--- config.mk ---
export PLATFORM = sky130hd
export DESIGN_NAME = hz_ctrl
export DESIGN_NICKNAME = d
export VERILOG_FILES = /design/src/rtl/hz_pkg.sv /design/src/rtl/hz_decode.sv /design/src/rtl/hz_detect.sv /design/src/rtl/hz_front.sv /design/src/rtl/hz_ctrl.sv
export SDC_FILE = /design/constraint.sdc
export NUM_CORES = 1
export LEC_CHECK = 0
export ABC_AREA = 1
export BUFFER_PORTS_ARGS = -buffer_cell sky130_fd_sc_hd__buf_4
export CAP_MARGIN = 10
export CELL_PAD_IN_SITES_DETAIL_PLACEMENT = 0
export CELL_PAD_IN_SITES_GLOBAL_PLACEMENT = 1
export CORE_MARGIN = 2
export CORE_UTILIZATION = 38
export CTS_CLUSTER_SIZE = 40
export DETAILED_ROUTE_END_ITERATION = 12
export PLACE_DENSITY_LB_ADDON = 0.1
export SYNTH_ARGS = -nofsm -noshare
export SYNTH_HDL_FRONTEND = slang
export SYNTH_SLANG_ARGS = --single-unit
--- constraint.sdc ---
create_clock -name clk -period 2.1 [get_ports clk]
set_clock_uncertainty 0.05 [all_clocks]
set_input_delay 0.315 -clock clk [delete_from_list [all_inputs] [get_ports clk]]
set_output_delay 0.315 -clock clk [all_outputs]
set_load 0.03 [all_outputs]
--- src/rtl/hz_pkg.sv ---
package hz_pkg;
  typedef enum logic [2:0] {
    K_NOP    = 3'd0,
    K_ALU    = 3'd1,
    K_LOAD   = 3'd2,
    K_STORE  = 3'd3,
    K_BRANCH = 3'd4,
    K_JUMP   = 3'd5
  } kind_e;

  typedef struct packed {
    logic reg_write;
    logic mem_read;
    logic mem_write;
    logic bubble;
  } exctl_t;

  localparam exctl_t BUBBLE_CTL = '{reg_write: 1'b0, mem_read: 1'b0, mem_write: 1'b0, bubble: 1'b1};
endpackage

--- src/rtl/hz_decode.sv ---
module hz_decode
  import hz_pkg::*;
#(
  parameter int REGW = 5
) (
  input  kind_e            kind,
  input  logic [REGW-1:0]  rt,
  input  logic [REGW-1:0]  rd,
  output logic             reads_regs,
  output logic             is_branch,
  output logic             is_jump,
  output exctl_t           ctl,
  output logic [REGW-1:0]  dst
);
  always_comb begin
    ctl        = '{reg_write: 1'b0, mem_read: 1'b0, mem_write: 1'b0, bubble: 1'b0};
    dst        = '0;
    reads_regs = 1'b0;
    is_branch  = 1'b0;
    is_jump    = 1'b0;
    unique case (kind)
      K_ALU: begin
        ctl.reg_write = 1'b1;
        dst           = rd;
        reads_regs    = 1'b1;
      end
      K_LOAD: begin
        ctl.reg_write = 1'b1;
        ctl.mem_read  = 1'b1;
        dst           = rt;
        reads_regs    = 1'b1;
      end
      K_STORE: begin
        ctl.mem_write = 1'b1;
        reads_regs    = 1'b1;
      end
      K_BRANCH: begin
        reads_regs = 1'b1;
        is_branch  = 1'b1;
      end
      K_JUMP:  is_jump = 1'b1;
      default: ;
    endcase
  end
endmodule

--- src/rtl/hz_detect.sv ---
module hz_detect #(
  parameter int REGW = 5
) (
  input  logic            id_reads,
  input  logic            id_branch,
  input  logic [REGW-1:0] id_rs,
  input  logic [REGW-1:0] id_rt,
  input  logic            ex_mem_read,
  input  logic            ex_reg_write,
  input  logic [REGW-1:0] ex_dst,
  input  logic            mem_mem_read,
  input  logic [REGW-1:0] mem_dst,
  output logic            stall
);
  logic ex_hit, mem_hit, load_use, br_wait;

  assign ex_hit   = (ex_dst == id_rs) || (ex_dst == id_rt);
  assign mem_hit  = (mem_dst == id_rs) || (mem_dst == id_rt);

  assign load_use = id_reads && ex_mem_read && ex_hit;
  assign br_wait  = id_branch &&
                    ((ex_reg_write && (ex_dst != '0) && ex_hit) ||
                     (mem_mem_read && (mem_dst != '0) && mem_hit));
  assign stall    = load_use || br_wait;
endmodule

--- src/rtl/hz_front.sv ---
module hz_front
  import hz_pkg::*;
#(
  parameter int PCW  = 16,
  parameter int REGW = 5,
  parameter int OFFW = 8
) (
  input  logic            clk,
  input  logic            rst_n,
  input  logic            stall,
  input  logic            redirect,
  input  logic [2:0]      f_kind,
  input  logic [REGW-1:0] f_rs,
  input  logic [REGW-1:0] f_rt,
  input  logic [REGW-1:0] f_rd,
  input  logic [OFFW-1:0] f_off,
  output logic [PCW-1:0]  pc,
  output kind_e           id_kind,
  output logic [REGW-1:0] id_rs,
  output logic [REGW-1:0] id_rt,
  output logic [REGW-1:0] id_rd
);
  localparam int EXTW = PCW - OFFW - 2;
  localparam logic [PCW-1:0] STEP = PCW'(4);

  logic [OFFW-1:0] id_off;
  logic [PCW-1:0]  id_pc;
  logic [PCW-1:0]  target;

  assign target = id_pc + STEP + {{EXTW{id_off[OFFW-1]}}, id_off, 2'b00};

  always_ff @(posedge clk or negedge rst_n) begin
    if (!rst_n) begin
      pc <= '0;
    end else if (!stall) begin
      pc <= redirect ? target : pc + STEP;
    end
  end

  always_ff @(posedge clk or negedge rst_n) begin
    if (!rst_n) begin
      id_kind <= K_NOP;
      id_rs   <= '0;
      id_rt   <= '0;
      id_rd   <= '0;
      id_off  <= '0;
      id_pc   <= '0;
    end else if (!stall) begin
      if (redirect) begin
        id_kind <= K_NOP;
        id_rs   <= '0;
        id_rt   <= '0;
        id_rd   <= '0;
        id_off  <= '0;
      end else begin
        id_kind <= kind_e'(f_kind);
        id_rs   <= f_rs;
        id_rt   <= f_rt;
        id_rd   <= f_rd;
        id_off  <= f_off;
      end
      id_pc <= pc;
    end
  end
endmodule

--- src/rtl/hz_ctrl.sv ---
module hz_ctrl
  import hz_pkg::*;
#(
  parameter int PCW  = 16,
  parameter int REGW = 5,
  parameter int OFFW = 8
) (
  input  logic            clk,
  input  logic            rst_n,
  input  logic [2:0]      f_kind,
  input  logic [REGW-1:0] f_rs,
  input  logic [REGW-1:0] f_rt,
  input  logic [REGW-1:0] f_rd,
  input  logic [OFFW-1:0] f_off,
  input  logic            br_cond,
  output logic [PCW-1:0]  pc,
  output logic            pc_we,
  output logic            ifid_we,
  output logic            ctl_zero,
  output logic            if_flush,
  output logic            ex_bubble,
  output logic            ex_reg_write,
  output logic            ex_mem_read,
  output logic            ex_mem_write,
  output logic [REGW-1:0] ex_dst
);
  kind_e           id_kind;
  logic [REGW-1:0] id_rs, id_rt, id_rd;
  logic            id_reads, id_branch, id_jump;
  exctl_t          id_ctl, ex_ctl;
  logic [REGW-1:0] id_dst;
  logic            mem_mem_read;
  logic [REGW-1:0] mem_dst;
  logic            stall, redirect;

  hz_front #(.PCW(PCW), .REGW(REGW), .OFFW(OFFW)) u_front (
    .clk(clk), .rst_n(rst_n), .stall(stall), .redirect(redirect),
    .f_kind(f_kind), .f_rs(f_rs), .f_rt(f_rt), .f_rd(f_rd), .f_off(f_off),
    .pc(pc), .id_kind(id_kind), .id_rs(id_rs), .id_rt(id_rt), .id_rd(id_rd)
  );

  hz_decode #(.REGW(REGW)) u_dec (
    .kind(id_kind), .rt(id_rt), .rd(id_rd),
    .reads_regs(id_reads), .is_branch(id_branch), .is_jump(id_jump),
    .ctl(id_ctl), .dst(id_dst)
  );

  hz_detect #(.REGW(REGW)) u_det (
    .id_reads(id_reads), .id_branch(id_branch), .id_rs(id_rs), .id_rt(id_rt),
    .ex_mem_read(ex_ctl.mem_read), .ex_reg_write(ex_ctl.reg_write), .ex_dst(ex_dst),
    .mem_mem_read(mem_mem_read), .mem_dst(mem_dst), .stall(stall)
  );

  // Stall outranks redirect: a branch waiting on an operand is re-evaluated later.
  assign redirect = !stall && (id_jump || (id_branch && br_cond));

  assign pc_we    = !stall;
  assign ifid_we  = !stall;
  assign ctl_zero = stall;
  assign if_flush = redirect;

  always_ff @(posedge clk or negedge rst_n) begin
    if (!rst_n) begin
      ex_ctl       <= BUBBLE_CTL;
      ex_dst       <= '0;
      mem_mem_read <= 1'b0;
      mem_dst      <= '0;
    end else begin
      ex_ctl       <= stall ? BUBBLE_CTL : id_ctl;
      ex_dst       <= stall ? '0 : id_dst;
      mem_mem_read <= ex_ctl.mem_read;
      mem_dst      <= ex_dst;
    end
  end

  assign ex_bubble    = ex_ctl.bubble;
  assign ex_reg_write = ex_ctl.reg_write;
  assign ex_mem_read  = ex_ctl.mem_read;
  assign ex_mem_write = ex_ctl.mem_write;
endmodule

# [Yosys cells after proc, flatten, opt, wreduce, memory -nomap -nowiden]
# Index checks and enable logic that the tools add are counted.
# Widths: inputs -> output; s select.
[totals] input_bits=29 wordCells=60 out_inout_bits=29 regBits=73
[op_classes] n_reduce_logical=19 n_eq_ne=9 add_sub_neg=3 muxes=15
[ops] op="$add 16x3->16 const B" count=2
[ops] op="$eq 5x5->1" count=4
[ops] op="$mux 5" count=4
[ops] op="$add 16x16->16" count=1
[ops] op="$mux 16" count=1
[ops] op="$pmux 5 s2" count=1
[ops] op="$reduce_bool 5->1" count=2
[ops] op="$logic_and 1x1->1" count=9
[ops] op="$mux 8" count=1
[ops] op="$eq 3x2->1 const B" count=2
[ops] op="$eq 3x3->1 const B" count=2
[ops] op="$mux 1" count=6
[ops] op="$logic_or 1x1->1" count=5
[ops] op="$mux 4" count=1
[ops] op="$reduce_or 4->1" count=1
[ops] op="$eq 3x1->1 const B" count=1
[ops] op="$mux 3" count=1
[ops] op="$reduce_or 2->1" count=1
[ops] op="$logic_not 1->1" count=1

# [Depth between registers and ports, before layout]
[depth] word_depth=9 mapped_depth=14 ltp_nobuf=14

# [Cells and area by module]
# Synthesis repeated with hierarchy kept, for this count alone.
[unflattened] cells_unflattened=635 area_unflattened_um2=4513.1
[by_module_without_submodules] mod="hz_front" n_inst=1 area_per_inst_um2=3484.6 cells_each=469 seq_area_each_um2=1451.4
[by_module_without_submodules] mod="hz_ctrl" n_inst=1 area_per_inst_um2=481.7 cells_each=38 seq_area_each_um2=376.6
[by_module_without_submodules] mod="hz_detect" n_inst=1 area_per_inst_um2=384.1 cells_each=93 seq_area_each_um2=0.0
[by_module_without_submodules] mod="hz_decode" n_inst=1 area_per_inst_um2=162.7 cells_each=35 seq_area_each_um2=0.0

# [Worst setup path after synthesis]
# No wires, ideal clock.
[synth_timing] path_type="flip-flop to flip-flop" from="register u_front.id_pc[3]" to="register u_front.pc[11]" path_stages_with_launch=11 t_arrival_ps=2002 n_path_buf=0 setup_ps=117 required_time_ps=1933 setup_slack_ps=-69 synth_period_minus_slack_ps=2169 path_cell_list="dfrtp_1 > ha_1 > ha_1 > fa_1 > nand3_1 > nand3_1 > a21oi_1 > xor2_1 > o21bai_1 > nand2_1 > nand2_1"
[synth_between] elab_chain_cells=3
[synth_rtl] item="start: declaration" line_no="hz_front.sv:27" rtl="logic [PCW-1:0] id_pc;"
[synth_rtl] item="start signal: assignment" line_no="hz_front.sv:62" rtl="id_pc <= pc;"
[synth_rtl] item="$add 16x3->16" line_no="hz_front.sv:30" rtl="assign target = id_pc + STEP + {{EXTW{id_off[OFFW-1]}}, id_off, 2'b00};"
[synth_rtl] item="$add 16x16->16" line_no="hz_front.sv:30"
[synth_rtl] item="$mux 16" line_no="hz_front.sv:36" rtl="pc <= redirect ? target : pc + STEP;"
[synth_rtl] item="end signal: assignment" line_no="hz_front.sv:36"
[synth_rtl] item="end: declaration" line_no="hz_front.sv:17" rtl="output logic [PCW-1:0] pc,"
# No other way between the ends.
# A chain may end at the register's enable or synchronous reset.

# [Worst setup path in the final report]
[layout_timing] from="register u_front.id_kind[1]" to="output port ctl_zero"
[layout_between] elab_chain_cells=6 elab_cells_between_ends=11 cone_classes="eq/ne (4); mux (2); reduce/logical (5)"
[layout_rtl] item="start: declaration" line_no="hz_front.sv:18" rtl="output kind_e id_kind,"
[layout_rtl] item="start signal: assignment" line_no="hz_front.sv:56" rtl="id_kind <= kind_e'(f_kind);"
[layout_rtl] item="$eq 3x3->1, or another cell as far along" line_no="hz_decode.sv:21" rtl="unique case (kind)"
[layout_rtl] item="$reduce_or 4->1 (no source line)"
[layout_rtl] item="$mux 1" line_no="hz_decode.sv:21"
[layout_rtl] item="$logic_and 1x1->1 (2 in a row)" line_no="hz_detect.sv:20" rtl="assign load_use = id_reads && ex_mem_read && ex_hit;"
[layout_rtl] item="$logic_or 1x1->1 (*)" line_no="hz_detect.sv:24" rtl="assign stall = load_use || br_wait;"
[layout_rtl] item="end: declaration" line_no="hz_ctrl.sv:19" rtl="output logic ctl_zero,"
# Mark *: on every way between the ends. The rest lies on a longest branch, timed or not.

==> results by stage <==
Global routing:
- The initial antenna violation count is 0.
- The largest net degree at the start of global routing is 39.
- Across every metal layer, demand over resource in global routing totals 0.202.
- The wire length of the first global-routing pass is 19900 µm.
- The number of global-route vias before repair is 3902.
- Summed over all layers, the global routing overflow is 0.

Placement:
- After detailed placement, the design holds a cell count of 803.
- The detailed placer's ending HPWL is 8580 µm.
- The count of input and output buffers is 57.
- At the end of routability-driven placement, the weighted congestion stood at 0.904.
- Before CTS, the worst setup slack after placement is -0.0429 ns.

Floorplan:
- The core region is 11400 µm².
- The initial cell density of the core is 0.388.
- The die extent in y is 112 µm.
- In this run the horizontal extent of the chip is 112 µm.
- The floorplan row count is 39.
- The number of top-level pins is 58.
- The die covers 12500 µm².

Timing:
- The count of pins over their slew limit is 0.
- The minimum clock period after layout is 2.11 ns.
- The worst-case hold slack is 0.153 ns.
- Setup slack on the critical path of the routed design comes to -0.0103 ns.
- Headroom to the max-slew limit came out at 0.606.
- For the pin with the worst max-slew slack, the measured transition is 0.590 ns.
- In the finished design, the share of the clock period the worst path needs comes to 1.00.
- Timing would allow up to 474 MHz.
- The number of hold-slack violations in the final timing report came to 0.
- Setup violations remaining at the end of the flow were counted as 1.
- Setup repair after global routing could not meet its margin everywhere.
- The setup total negative slack is -0.0103 ns.

Routing:
- The per-cell via count in the routed design is 4.82.
- The final layout contains routed wiring with a total length of 12100 µm.
- In this run, the number of DRC markers left after iteration 0 of detailed routing was 227.
- The remaining routing DRC violations is 0.
- The number of nets with antenna violations after routing is 0.
- The average wire length per cell after detail routing is 14.5 µm.
- The total via count after detailed routing is 4041.
- For this run, the detailed router's first-pass iteration total came to 4.

Cells and area:
- 0 antenna diodes ended up in the layout.
- From synthesis to final layout, the design area changed by 36.7%.
- At the end of the flow the core is filled with cells to 0.530.
- The filler cell count in the final layout is 1114.
- The layout net count is 746.
- The share of final-layout standard cells stronger than drive strength 1 is 0.294.
- The final non-filler cell total is 838.

Yosys:
- The count of unique library cells instantiated by Yosys is 32.
- The largest total area in the synthesized netlist belongs to dfrtp_1.
- Yosys attributes the largest share of cell area to dfrtp_1 (41%), nand2_1 (16%), ha_1 (7.4%), inv_1 (6.7%), o21ai_0 (6.7%).
- The post-synth design cell area is 4410 µm².
- Synthesis handed over a netlist of 597 instances.
- The warning count from the yosys run is 0.
- Synthesis produced a netlist with a net count of 653.
- The post-synthesis sequential area ratio is 0.415.
- After synthesis the netlist holds a flip-flop and latch count of 73.
- The post-synthesis area per instance is 7.39 µm².
- Of the post-synthesis cell area, the dominant cell type holds 0.409.

Pwr:
- The worst-case IR drop observed on VDD is 737 µV.
- Power spread over the standard cell area amounts to 1290 nW/µm².
- The leakage power is 2.98 nW.

Worst setup path:
- Traced cell by cell, the critical path runs through inv_1 -> nand4_1 -> a31oi_1 -> nand2_2 -> nand2_4 -> buf_12 -> buf_8.
- The critical path endpoint category is an output port.
- The required time reported for the critical path endpoint is 1.74 ns.
- In this run the worst path has a maximum fanout of 5.
- The cell with the largest stage delay on the worst path is dfrtp_1.
- In this design, the stage delay of the slowest critical-path cell is 0.44 ns.
- STA puts the critical path data arrival time at 1.75 ns.
- The launching element type of the critical path is a register.
- The worst setup path is of the reg -> out kind.

Outcome:
- The run finished, with violations left.
- The final reports fail on setup timing.

Clocking:
- The clock tree buffer depth is 2.
- In this run the clock root is driven by a clkbuf_16.
- TritonCTS built the clock tree.
- The H-tree generated during clock tree synthesis spans 3 levels.
- The number of sinks handled by clock tree synthesis is 73.
- Buffers inserted during clock tree synthesis total 9.
- After clock tree synthesis, the clock-pin slew on the worst setup and hold paths is 0.06 ns.
- The insertion delay to the later sink of the worst-skew pair is 0.34 ns.

Job:
- The number of violations of the max-capacitance limit is 0.

Hold path:
- In this run the worst hold path is classified as in -> reg.
flip-flops by register name, summed over array words and instances, names as in the netlist:
signal and flops:
u_front.id_off 8, u_front.id_kind 3, mem_dst 5, ex_reg_write 1, ex_mem_write 1, u_front.id_rs 5, ex_dst 5, ex_mem_read 1
u_front.id_pc 16, u_front.id_rt 5, u_front.id_rd 5, mem_mem_read 1, u_front.pc 16, ex_bubble 1
critical path, delay by kind of cell (launching register included):
family	cells	cell delay [ns]
DFF	1	0.44
and+or+nand+nor	3	0.36
buffers and inverters	3	0.34
AOI/OAI and AO/OA	1	0.25
final cells by class:
type,instances,area [µm²],share of cell area
clock buffers,13,270,0.0448
clock inverters,3,23.8,0.00394
inverters,83,322,0.0533
multi-input cells,423,2580,0.429
flip-flops and latches,73,1840,0.304
well taps,143,179,0.0297
repair buffers,100,813,0.135
Yosys cell counts:
library cell,instances
nand2_1,188
inv_1,79
dfrtp_1,72
o21ai_0,59
nand3_1,52
nor2_1,38
ha_1,26
o21ai_1,11
a21oi_1,10
buf_2,7
nand4_1,7
xor2_1,7
xnor2_1,6
buf_6,5
nor3_1,5
inv_2,4
clkbuf_1,3
buf_4,2
nor3_2,2
o21bai_1,2
a21o_1,1
a21oi_2,1
a31oi_1,1
buf_1,1
dfstp_2,1
fa_1,1
nand2_2,1
nand2_4,1
nor3_4,1
o211ai_1,1
or2_0,1
or2_2,1
logic make-up after synthesis:
logic type      after synthesis  synth area share
compound gates               86             0.101
xor+xnor                     13            0.0258
fa+ha+maj                    27            0.0783
buf+inv                     101            0.0982
flops                        73             0.415
simple gates                297             0.282
repair_timing:
item / CTS / global route
hold endpoints to repair: 32 / 0
pin swaps: 6 / 26
gates resized for setup: 27 / 68
gates cloned: 1 / 0
setup endpoints to repair: 13 / 21
buffers inserted: 4 / 13
hold buffers: 1 / 0
power breakdown:
| part | internal, mW | switching (mW) |
|---|---|---|
| logic | 1.81 | 2.25 |
| registers | 1.78 | 0.412 |
| clock network | 0.899 | 0.612 |
path summary, 6_finish.rpt:
check / start / to / slack (ns) / depth (start not counted)
setup / recovery: u_front.id_kind[1] / ctl_zero / -0.01 / 7
hold / removal: f_rs[3] / u_front.id_rs[3] / 0.15 / 3
setup reg to reg: u_front.id_pc[3] / u_front.pc[11] / 0.04 / 10
hold reg to reg: ex_mem_read / mem_mem_read / 0.38 / 0
max in group asynchronous: rst_n / ex_bubble / 0.90 / 3
min in group asynchronous: rst_n / u_front.pc[10] / 0.42 / 2
layer usage:
| metal | vias up | share of wire | GRT usage |
|---|---|---|---|
| met5 | - | 0 | 0 |
| met3 | 14 | 0.049 | 0.0332 |
| met2 | 90 | 0.43 | 0.297 |
| li1 | 2086 | - | - |
| met1 | 1851 | 0.51 | 0.303 |
| met4 | 0 | 0.016 | 0.0700 |
through the flow:
stage | power (mW) | instance area, µm²
after global placement | 5.38 | 5100
after detailed placement | 5.41 | 5100
after global routing | 8.40 | 6030
after CTS | 7.21 | 5610
final | 7.76 | 6030
after floorplan | 4.25 | 4420
cell usage in the layout, fill, tap and decap left out, types with 2 or more instances in the layout:
cell type	netlist	routed
ha_4	0	22
inv_2	4	13
nand2_1	188	178
xnor2_1	6	5
a21oi_1	10	3
nor3_2	2	3
xor2_1	7	7
nand3_1	52	42
nor2_1	38	29
nand3_2	0	8
nand2_2	1	11
a21oi_2	1	7
ha_1	26	4
o21bai_1	2	2
dfrtp_1	72	66
o21ai_0	59	54
inv_1	79	68
o21ai_1	11	16
nor2_2	0	9
clkbuf_8	0	3
nor3_1	5	4
clkinvlp_4	0	2
nand4_1	7	7
dfrtp_2	0	6
buf_4	2	92
nand3_4	0	2
buf_6	5	4
clkbuf_16	0	9
No activity file was read; power rests on OpenSTA's default activity.
